--- config.mk ---
export PLATFORM = sky130hd
export DESIGN_NAME = load_use_interlock
export DESIGN_NICKNAME = d
export VERILOG_FILES = /design/src/rtl/ilk_pkg.sv /design/src/rtl/ilk_stage_track.sv /design/src/rtl/ilk_hazard_ctrl.sv /design/src/rtl/ilk_fwd_pick.sv /design/src/rtl/load_use_interlock.sv
export SDC_FILE = /design/constraint.sdc
export NUM_CORES = 1
export LEC_CHECK = 0
export ABC_AREA = 1
export BUFFER_PORTS_ARGS = -buffer_cell sky130_fd_sc_hd__buf_2
export CAP_MARGIN = 20
export CORE_MARGIN = 2
export CORE_UTILIZATION = 43
export CTS_BUF_LIST = sky130_fd_sc_hd__clkbuf_16
export CTS_CLUSTER_SIZE = 25
export DETAILED_ROUTE_END_ITERATION = 6
export PLACE_DENSITY = 0.71
export SYNTH_ARGS = -nofsm -noshare
export SYNTH_HDL_FRONTEND = slang
export SYNTH_SLANG_ARGS = --single-unit
--- constraint.sdc ---
create_clock -name clk -period 4.7 [get_ports clk]
set_input_delay 0.235 -clock clk [delete_from_list [all_inputs] [get_ports clk]]
set_output_delay 0.235 -clock clk [all_outputs]
set_load 0.05 [all_outputs]
--- src/rtl/ilk_pkg.sv ---
package ilk_pkg;
  localparam int NUM_STAGES = 8;
  localparam int ST_IS = 1;
  localparam int ST_RF = 2;
  localparam int ST_EX = 3;
  localparam int ST_DF = 4;
  localparam int ST_DS = 5;
  localparam int ST_TC = 6;
  localparam int ST_WB = 7;
  localparam int NUM_WRITERS = ST_WB - ST_DF + 1;
  localparam int FWD_W = 3;
  localparam int NUM_SRC = 2;

  typedef enum logic [FWD_W-1:0] {
    FWD_REGFILE = 3'd0,
    FWD_DF      = 3'd1,
    FWD_DS      = 3'd2,
    FWD_TC      = 3'd3,
    FWD_WB      = 3'd4
  } fwdSrcE;

  typedef struct packed {
    logic holdFront;
    logic insertBubble;
    logic flushAll;
  } ctrlStrobesT;
endpackage

--- src/rtl/ilk_stage_track.sv ---
module ilk_stage_track
  import ilk_pkg::*;
#(
  parameter int REG_W = 5
) (
  input  logic                          clk,
  input  logic                          rstN,
  input  ctrlStrobesT                   strobes,
  input  logic                          ifValid,
  input  logic                          ifIsLoad,
  input  logic [REG_W-1:0]              ifDest,
  input  logic [REG_W-1:0]              ifSrcA,
  input  logic [REG_W-1:0]              ifSrcB,
  output logic [NUM_STAGES-1:1]         stValid,
  output logic                          dfIsLoad,
  output logic [REG_W-1:0]              exSrcA,
  output logic [REG_W-1:0]              exSrcB,
  output logic [NUM_WRITERS-1:0][REG_W-1:0] wrDest
);
  logic [NUM_STAGES-1:1]             vld;
  logic [NUM_STAGES-1:1][REG_W-1:0]  dst;
  logic [ST_EX:1][REG_W-1:0]         srcA;
  logic [ST_EX:1][REG_W-1:0]         srcB;
  logic [ST_DF:1]                    ld;

  always_ff @(posedge clk or negedge rstN) begin
    if (!rstN) begin
      vld  <= '0;
      dst  <= '0;
      srcA <= '0;
      srcB <= '0;
      ld   <= '0;
    end else if (strobes.flushAll) begin
      vld <= '0;
    end else begin
      if (!strobes.holdFront) begin
        vld[ST_EX:ST_IS]  <= {vld[ST_RF:ST_IS], ifValid};
        dst[ST_EX:ST_IS]  <= {dst[ST_RF:ST_IS], ifDest};
        srcA              <= {srcA[ST_RF:ST_IS], ifSrcA};
        srcB              <= {srcB[ST_RF:ST_IS], ifSrcB};
        ld[ST_EX:ST_IS]   <= {ld[ST_RF:ST_IS], ifIsLoad};
      end
      if (strobes.insertBubble) begin
        vld[ST_DF] <= 1'b0;
        dst[ST_DF] <= '0;
        ld[ST_DF]  <= 1'b0;
      end else begin
        vld[ST_DF] <= vld[ST_EX];
        dst[ST_DF] <= dst[ST_EX];
        ld[ST_DF]  <= ld[ST_EX];
      end
      vld[ST_WB:ST_DS] <= vld[ST_TC:ST_DF];
      dst[ST_WB:ST_DS] <= dst[ST_TC:ST_DF];
    end
  end

  assign stValid  = vld;
  assign dfIsLoad = ld[ST_DF];
  assign exSrcA   = srcA[ST_EX];
  assign exSrcB   = srcB[ST_EX];
  assign wrDest   = dst[ST_WB:ST_DF];

  // a flush leaves every tracked stage empty
  p_flush_empties_r8: assert property (@(posedge clk) disable iff (!rstN)
    strobes.flushAll |=> (vld == '0));

  // the bubble lands in data-first while the frozen load moves on
  p_bubble_into_df_r3: assert property (@(posedge clk) disable iff (!rstN)
    (strobes.insertBubble && !strobes.flushAll) |=>
      (!vld[ST_DF] && vld[ST_DS] && $stable(vld[ST_EX:ST_IS])));

  // free-running advance of every stage
  p_shift_r9: assert property (@(posedge clk) disable iff (!rstN)
    (!strobes.holdFront && !strobes.insertBubble && !strobes.flushAll) |=>
      (vld[ST_WB:ST_RF] == $past(vld[ST_TC:ST_IS])));
endmodule

--- src/rtl/ilk_hazard_ctrl.sv ---
module ilk_hazard_ctrl
  import ilk_pkg::*;
#(
  parameter int REG_W = 5
) (
  input  logic             clk,
  input  logic             rstN,
  input  logic             flush,
  input  logic             exValid,
  input  logic             dfValid,
  input  logic             dfIsLoad,
  input  logic [REG_W-1:0] dfDest,
  input  logic [REG_W-1:0] exSrcA,
  input  logic [REG_W-1:0] exSrcB,
  output ctrlStrobesT      strobes
);
  logic loadPending;
  logic srcHit;
  logic stallNow;

  always_comb begin
    loadPending = dfValid && dfIsLoad && (dfDest != '0);
    srcHit      = (exSrcA == dfDest) || (exSrcB == dfDest);
    stallNow    = exValid && loadPending && srcHit && !flush;
    strobes.holdFront    = stallNow;
    strobes.insertBubble = stallNow;
    strobes.flushAll     = flush;
  end

  // the load leaves data-first, so a freeze never lasts two cycles
  p_single_freeze_r5: assert property (@(posedge clk) disable iff (!rstN)
    strobes.insertBubble |=> !strobes.insertBubble);
endmodule

--- src/rtl/ilk_fwd_pick.sv ---
module ilk_fwd_pick
  import ilk_pkg::*;
#(
  parameter int REG_W = 5
) (
  input  logic                              clk,
  input  logic                              rstN,
  input  logic [REG_W-1:0]                  srcNum,
  input  logic [NUM_WRITERS-1:0]            wrValid,
  input  logic [NUM_WRITERS-1:0][REG_W-1:0] wrDest,
  output fwdSrcE                            sel
);
  logic [FWD_W-1:0] code;

  // oldest first, so the youngest match overwrites
  always_comb begin
    code = '0;
    if (srcNum != '0) begin
      for (int k = NUM_WRITERS - 1; k >= 0; k--) begin
        if (wrValid[k] && (wrDest[k] == srcNum)) code = FWD_W'(k + 1);
      end
    end
    sel = fwdSrcE'(code);
  end

  // register zero is never forwarded
  p_zero_src_r4: assert property (@(posedge clk) disable iff (!rstN)
    (srcNum == '0) |-> (sel == FWD_REGFILE));
endmodule

--- src/rtl/load_use_interlock.sv ---
module load_use_interlock
  import ilk_pkg::*;
#(
  parameter int REG_ADDR_W = 5
) (
  input  logic                  clk,
  input  logic                  rstN,
  input  logic                  flush,
  input  logic                  ifValid,
  input  logic                  ifIsLoad,
  input  logic [REG_ADDR_W-1:0] ifDest,
  input  logic [REG_ADDR_W-1:0] ifSrcA,
  input  logic [REG_ADDR_W-1:0] ifSrcB,
  output logic [NUM_STAGES-1:0] stageHold,
  output logic                  bubbleInsert,
  output logic [NUM_STAGES-2:0] stageValid,
  output logic [FWD_W-1:0]      fwdSelA,
  output logic [FWD_W-1:0]      fwdSelB
);
  ctrlStrobesT                                strobes;
  logic [NUM_STAGES-1:1]                      stValid;
  logic                                       dfIsLoad;
  logic [REG_ADDR_W-1:0]                      exSrcA;
  logic [REG_ADDR_W-1:0]                      exSrcB;
  logic [NUM_WRITERS-1:0][REG_ADDR_W-1:0]     wrDest;
  logic [NUM_SRC-1:0][REG_ADDR_W-1:0]         srcNums;
  fwdSrcE                                     selArr [NUM_SRC];

  ilk_stage_track #(.REG_W(REG_ADDR_W)) uTrack (
    .clk(clk), .rstN(rstN), .strobes(strobes),
    .ifValid(ifValid), .ifIsLoad(ifIsLoad), .ifDest(ifDest),
    .ifSrcA(ifSrcA), .ifSrcB(ifSrcB),
    .stValid(stValid), .dfIsLoad(dfIsLoad),
    .exSrcA(exSrcA), .exSrcB(exSrcB), .wrDest(wrDest)
  );

  ilk_hazard_ctrl #(.REG_W(REG_ADDR_W)) uCtrl (
    .clk(clk), .rstN(rstN), .flush(flush),
    .exValid(stValid[ST_EX]), .dfValid(stValid[ST_DF]),
    .dfIsLoad(dfIsLoad), .dfDest(wrDest[0]),
    .exSrcA(exSrcA), .exSrcB(exSrcB), .strobes(strobes)
  );

  assign srcNums = {exSrcB, exSrcA};

  for (genvar s = 0; s < NUM_SRC; s++) begin : gSrc
    ilk_fwd_pick #(.REG_W(REG_ADDR_W)) uPick (
      .clk(clk), .rstN(rstN), .srcNum(srcNums[s]),
      .wrValid(stValid[ST_WB:ST_DF]), .wrDest(wrDest), .sel(selArr[s])
    );
  end

  assign stageHold    = {{(NUM_STAGES-ST_EX-1){1'b0}}, {(ST_EX+1){strobes.holdFront}}};
  assign bubbleInsert = strobes.insertBubble;
  assign stageValid   = stValid;
  assign fwdSelA      = selArr[0];
  assign fwdSelB      = selArr[1];

  // a freeze is only ever raised against a valid load in data-first
  p_freeze_needs_load_r2: assert property (@(posedge clk) disable iff (!rstN)
    bubbleInsert |-> (stValid[ST_DF] && stValid[ST_EX] && !flush));
endmodule

==> results.py <==
metrics = {
    "run_status": {
        "status": "completed",
    },
    "finish": {
        "fin_util": 0.481,
        "diodes": 0,
        "fillers": 863,
        "areaGrowthSynthToFinish_pct": 10.5,
        "finalNetCount": 517,
        "drive_gt1_frac": 0.127,
    },
    "critical_path": {
        "cp.required_ns": 4.47,
        "critPathMaxFanout": 59,
        "arrival_ns": 2.50,
        "crit_type": "flop to output pin",
        "cp-start-kind": "flop",
        "crit_path_cell_trace": "inv_1 -> nand2_1 -> nand2_1 -> nor2_1 -> nand3_1 -> nand2_2 -> nand2_4 -> nor2_1 -> buf_2",
        "cp-end-kind": "output pin",
        "path_delay_family": "simple AND/OR/NAND/NOR gates",
        "r2r_slack_ns": 2.38,
        "reg2reg_from": "uTrack.exSrcA[2]$_DFFE_PN0P_",
        "worst_r2r_path_depth": 10,
        "slowest_delay_ns": 0.52,
        "rr_endpoint": "uTrack.srcA[3]$_DFFE_PN0P_",
        "path_buf_inv": 2,
        "slowest_stage": "dfrtp_1",
    },
    "floorplan": {
        "die_h_um": 97.3,
        "pin_count": 42,
        "fp.dieW_um": 97.3,
        "core_area_um2": 8590,
        "row_count": 34,
        "die_area_um2": 9460,
        "start_util": 0.435,
    },
    "sta": {
        "tns_ns": 0,
        "worstMarginPinSlew_ns": 1.01,
        "hold_viol_final": 0,
        "fmax_ghz": 0.365,
        "layout_min_cycle_time_ns": 2.74,
        "fin_worst_skew_ns": 0.00837,
        "setup_viol": 0,
        "slew_headroom": 0.329,
        "post-route-period-util": 0.582,
        "rsz0062_at_grt": "no",
        "final-max-slew-violation-count": 0,
    },
    "global_routing": {
        "antenna_found_initial": 0,
        "grt_pass1_vias": 2921,
        "grtUsageMet1": 0.263,
        "grt_overflow": 0,
        "grt_pass1_wl_mm": 14.1,
        "grtUsageTotal": 0.182,
        "grt_max_degree": 77,
        "busiest_layer": "met2",
        "grt_util_met2": 0.276,
        "met3_usage": 0.0367,
    },
    "cts": {
        "cts_hold_buf": 0,
        "htreeDepth": 3,
        "cts_sinks": 76,
        "cts_buffers": 9,
        "cts_setup_buffers": 0,
        "clk_latency_ns": 0.33,
        "cts_root_buffer": "clkbuf_16",
        "cts-resized-gates": 0,
        "clk_path_buf_depth": 2,
        "clkTransAtPathRegs_ns": 0.06,
        "cts_tree": "built",
    },
    "logic_synthesis": {
        "synth_edf_count": 0,
        "ys_types": 25,
        "yosys_most_used_dff": "dfrtp_1",
        "ys_warn_count": 0,
        "ys_seq_area_frac": 0.509,
        "netlist_instances": 481,
        "avgSynthCellArea_um2": 7.78,
        "async_flop_share": 1.00,
        "synth_area_um2": 3740,
        "ys_ff_latch": 76,
    },
    "routing": {
        "drc": 0,
        "drt_first_pass_iters": 5,
        "via_per_inst": 5.00,
        "routedWlPerCell_um": 13.2,
        "ant_nets": 0,
        "dr.first_iter.drc_count": 189,
        "routed_wl_mm": 8.08,
        "via_count": 3050,
    },
    "placement": {
        "io_buffers": 37,
        "hpwl_mm": 5.46,
        "gp_congestion": 0.848,
    },
    "run": {
        "maxCapViolCount": 0,
    },
    "power_and_ir_drop": {
        "p_leak_nw": 2.18,
        "power_density_nw_per_um2": 407,
        "ir_drop_v": 0.000232,
    },
    "hold_path": {
        "min_path_type": "input port to asynchronous set/reset pin",
    },
}
-- worst register-to-register path, cell delays in order (launching register included) --
cell and delay (ns):
dfrtp_1 0.52, inv_1 0.14, nand2_1 0.09, nand2_1 0.05
nor2_1 0.13, nand3_1 0.11, nand2_2 0.14, nand2_4 0.34
nand2_4 0.54, nand2_1 0.13, nand2_1 0.08
-- stage by stage --
step / instance area (um2) / setup slack, ns / power [mW] / cells / hold WS (ns)
3_5_place_dp: 3860 / 2.31 / 1.06 / 594 / 0.438
2_1_floorplan: 3750 / 2.20 / 0.988 / 484 / -0.0606
6_report: 4130 / 1.96 / 1.68 / 610 / 0.0417
3_3_place_gp: 3860 / 2.35 / 1.06 / 594 / 0.431
4_1_cts: 4130 / 1.95 / 1.70 / 610 / 0.0789
5_1_grt: 4130 / 1.73 / 1.78 / 610 / 0.128
-- layout by cell type (no fill, tap or decap) --
cell          n
clkinvlp_4    3
or2_2         2
inv_6         2
nand3_1      64
clkinv_1      1
xnor2_1       6
nand2_1     175
nand2_2       1
inv_1        27
inv_2         7
nor3_1        2
clkbuf_16     9
conb_1        4
clkinv_2      1
o22ai_1       4
xor2_1        1
buf_2        36
nor2_1       32
a21oi_1       9
o211ai_1      2
a21boi_0      2
buf_4         1
nand4_1      12
nand2_4       2
o21ai_0      21
dfrtp_1      76
-- cell usage after synthesis, types with 2 or more instances --
library cell / instances / share of area
nand2_1: 175 / 0.18
dfrtp_1: 76 / 0.51
nand3_1: 64 / 0.086
nor2_1: 32 / 0.032
inv_1: 27 / 0.027
o21ai_0: 21 / 0.028
nand4_1: 12 / 0.020
buf_4: 10 / 0.020
a21oi_1: 9 / 0.012
buf_2: 7 / 0.0094
inv_2: 7 / 0.0070
buf_1: 6 / 0.0060
clkbuf_1: 6 / 0.0060
xnor2_1: 6 / 0.014
buf_6: 5 / 0.015
o22ai_1: 4 / 0.0067
a21boi_0: 2 / 0.0040
nand2_4: 2 / 0.0060
nor3_1: 2 / 0.0027
o211ai_1: 2 / 0.0040
or2_2: 2 / 0.0033
-- per-layer routing --
metal	vias to the layer above	routed length, um
met1	1431	3800
li1	1550	-
met4	0	103
met2	57	3890
met5	-	0
met3	12	281
-- cell families after synthesis --
kind of cell              Yosys count  synth area share
AOI/OAI and AO/OA                  38            0.0549
and+or+nand+nor                   290             0.327
DFF                                76             0.509
buffers and inverters              69            0.0920
other                               1           0.00100
xor gates and xnor gates            7            0.0164
-- power breakdown --
group	total, mW	internal (mW)	switching [mW]
Sequential	0.805	0.727	0.0789
Clock	0.628	0.358	0.271
Combinational	0.247	0.0893	0.157
-- flip-flops by register name, indices dropped and copies added, names as in the netlist --
register        flops
uTrack.wrDest      20
uTrack.dst         15
uTrack.srcA        10
uTrack.srcB        10
uTrack.stValid      7
uTrack.exSrcA       5
uTrack.exSrcB       5
uTrack.ld           4
-- how the worst max path moves through the flow --
stage | from | end | cells after the start | slack [ns]
final | uTrack.exSrcA[2]$_DFFE_PN0P_ | stageHold[1] | 9 | 1.96
after global routing | uTrack.exSrcA[2]$_DFFE_PN0P_ | stageHold[1] | 9 | 1.73
after CTS | uTrack.exSrcA[2]$_DFFE_PN0P_ | stageHold[1] | 9 | 1.95
after detailed placement | uTrack.exSrcB[3]$_DFFE_PN0P_ | stageHold[1] | 9 | 2.31
after global placement | uTrack.exSrcA[2]$_DFFE_PN0P_ | stageHold[0] | 9 | 2.35
after floorplan | uTrack.exSrcA[2]$_DFFE_PN0P_ | stageHold[0] | 11 | 2.20
-- layout make-up --
type | count | area, um2 | area share
sequential | 76 | 1900 | 0.460
multi-input combinational | 339 | 1510 | 0.364
clock buffer | 9 | 225 | 0.0545
timing repair buffer | 37 | 188 | 0.0454
tap | 108 | 135 | 0.0327
inverter | 34 | 128 | 0.0309
clock inverter | 7 | 48.8 | 0.0118
Power figures use the tool's default switching activity.
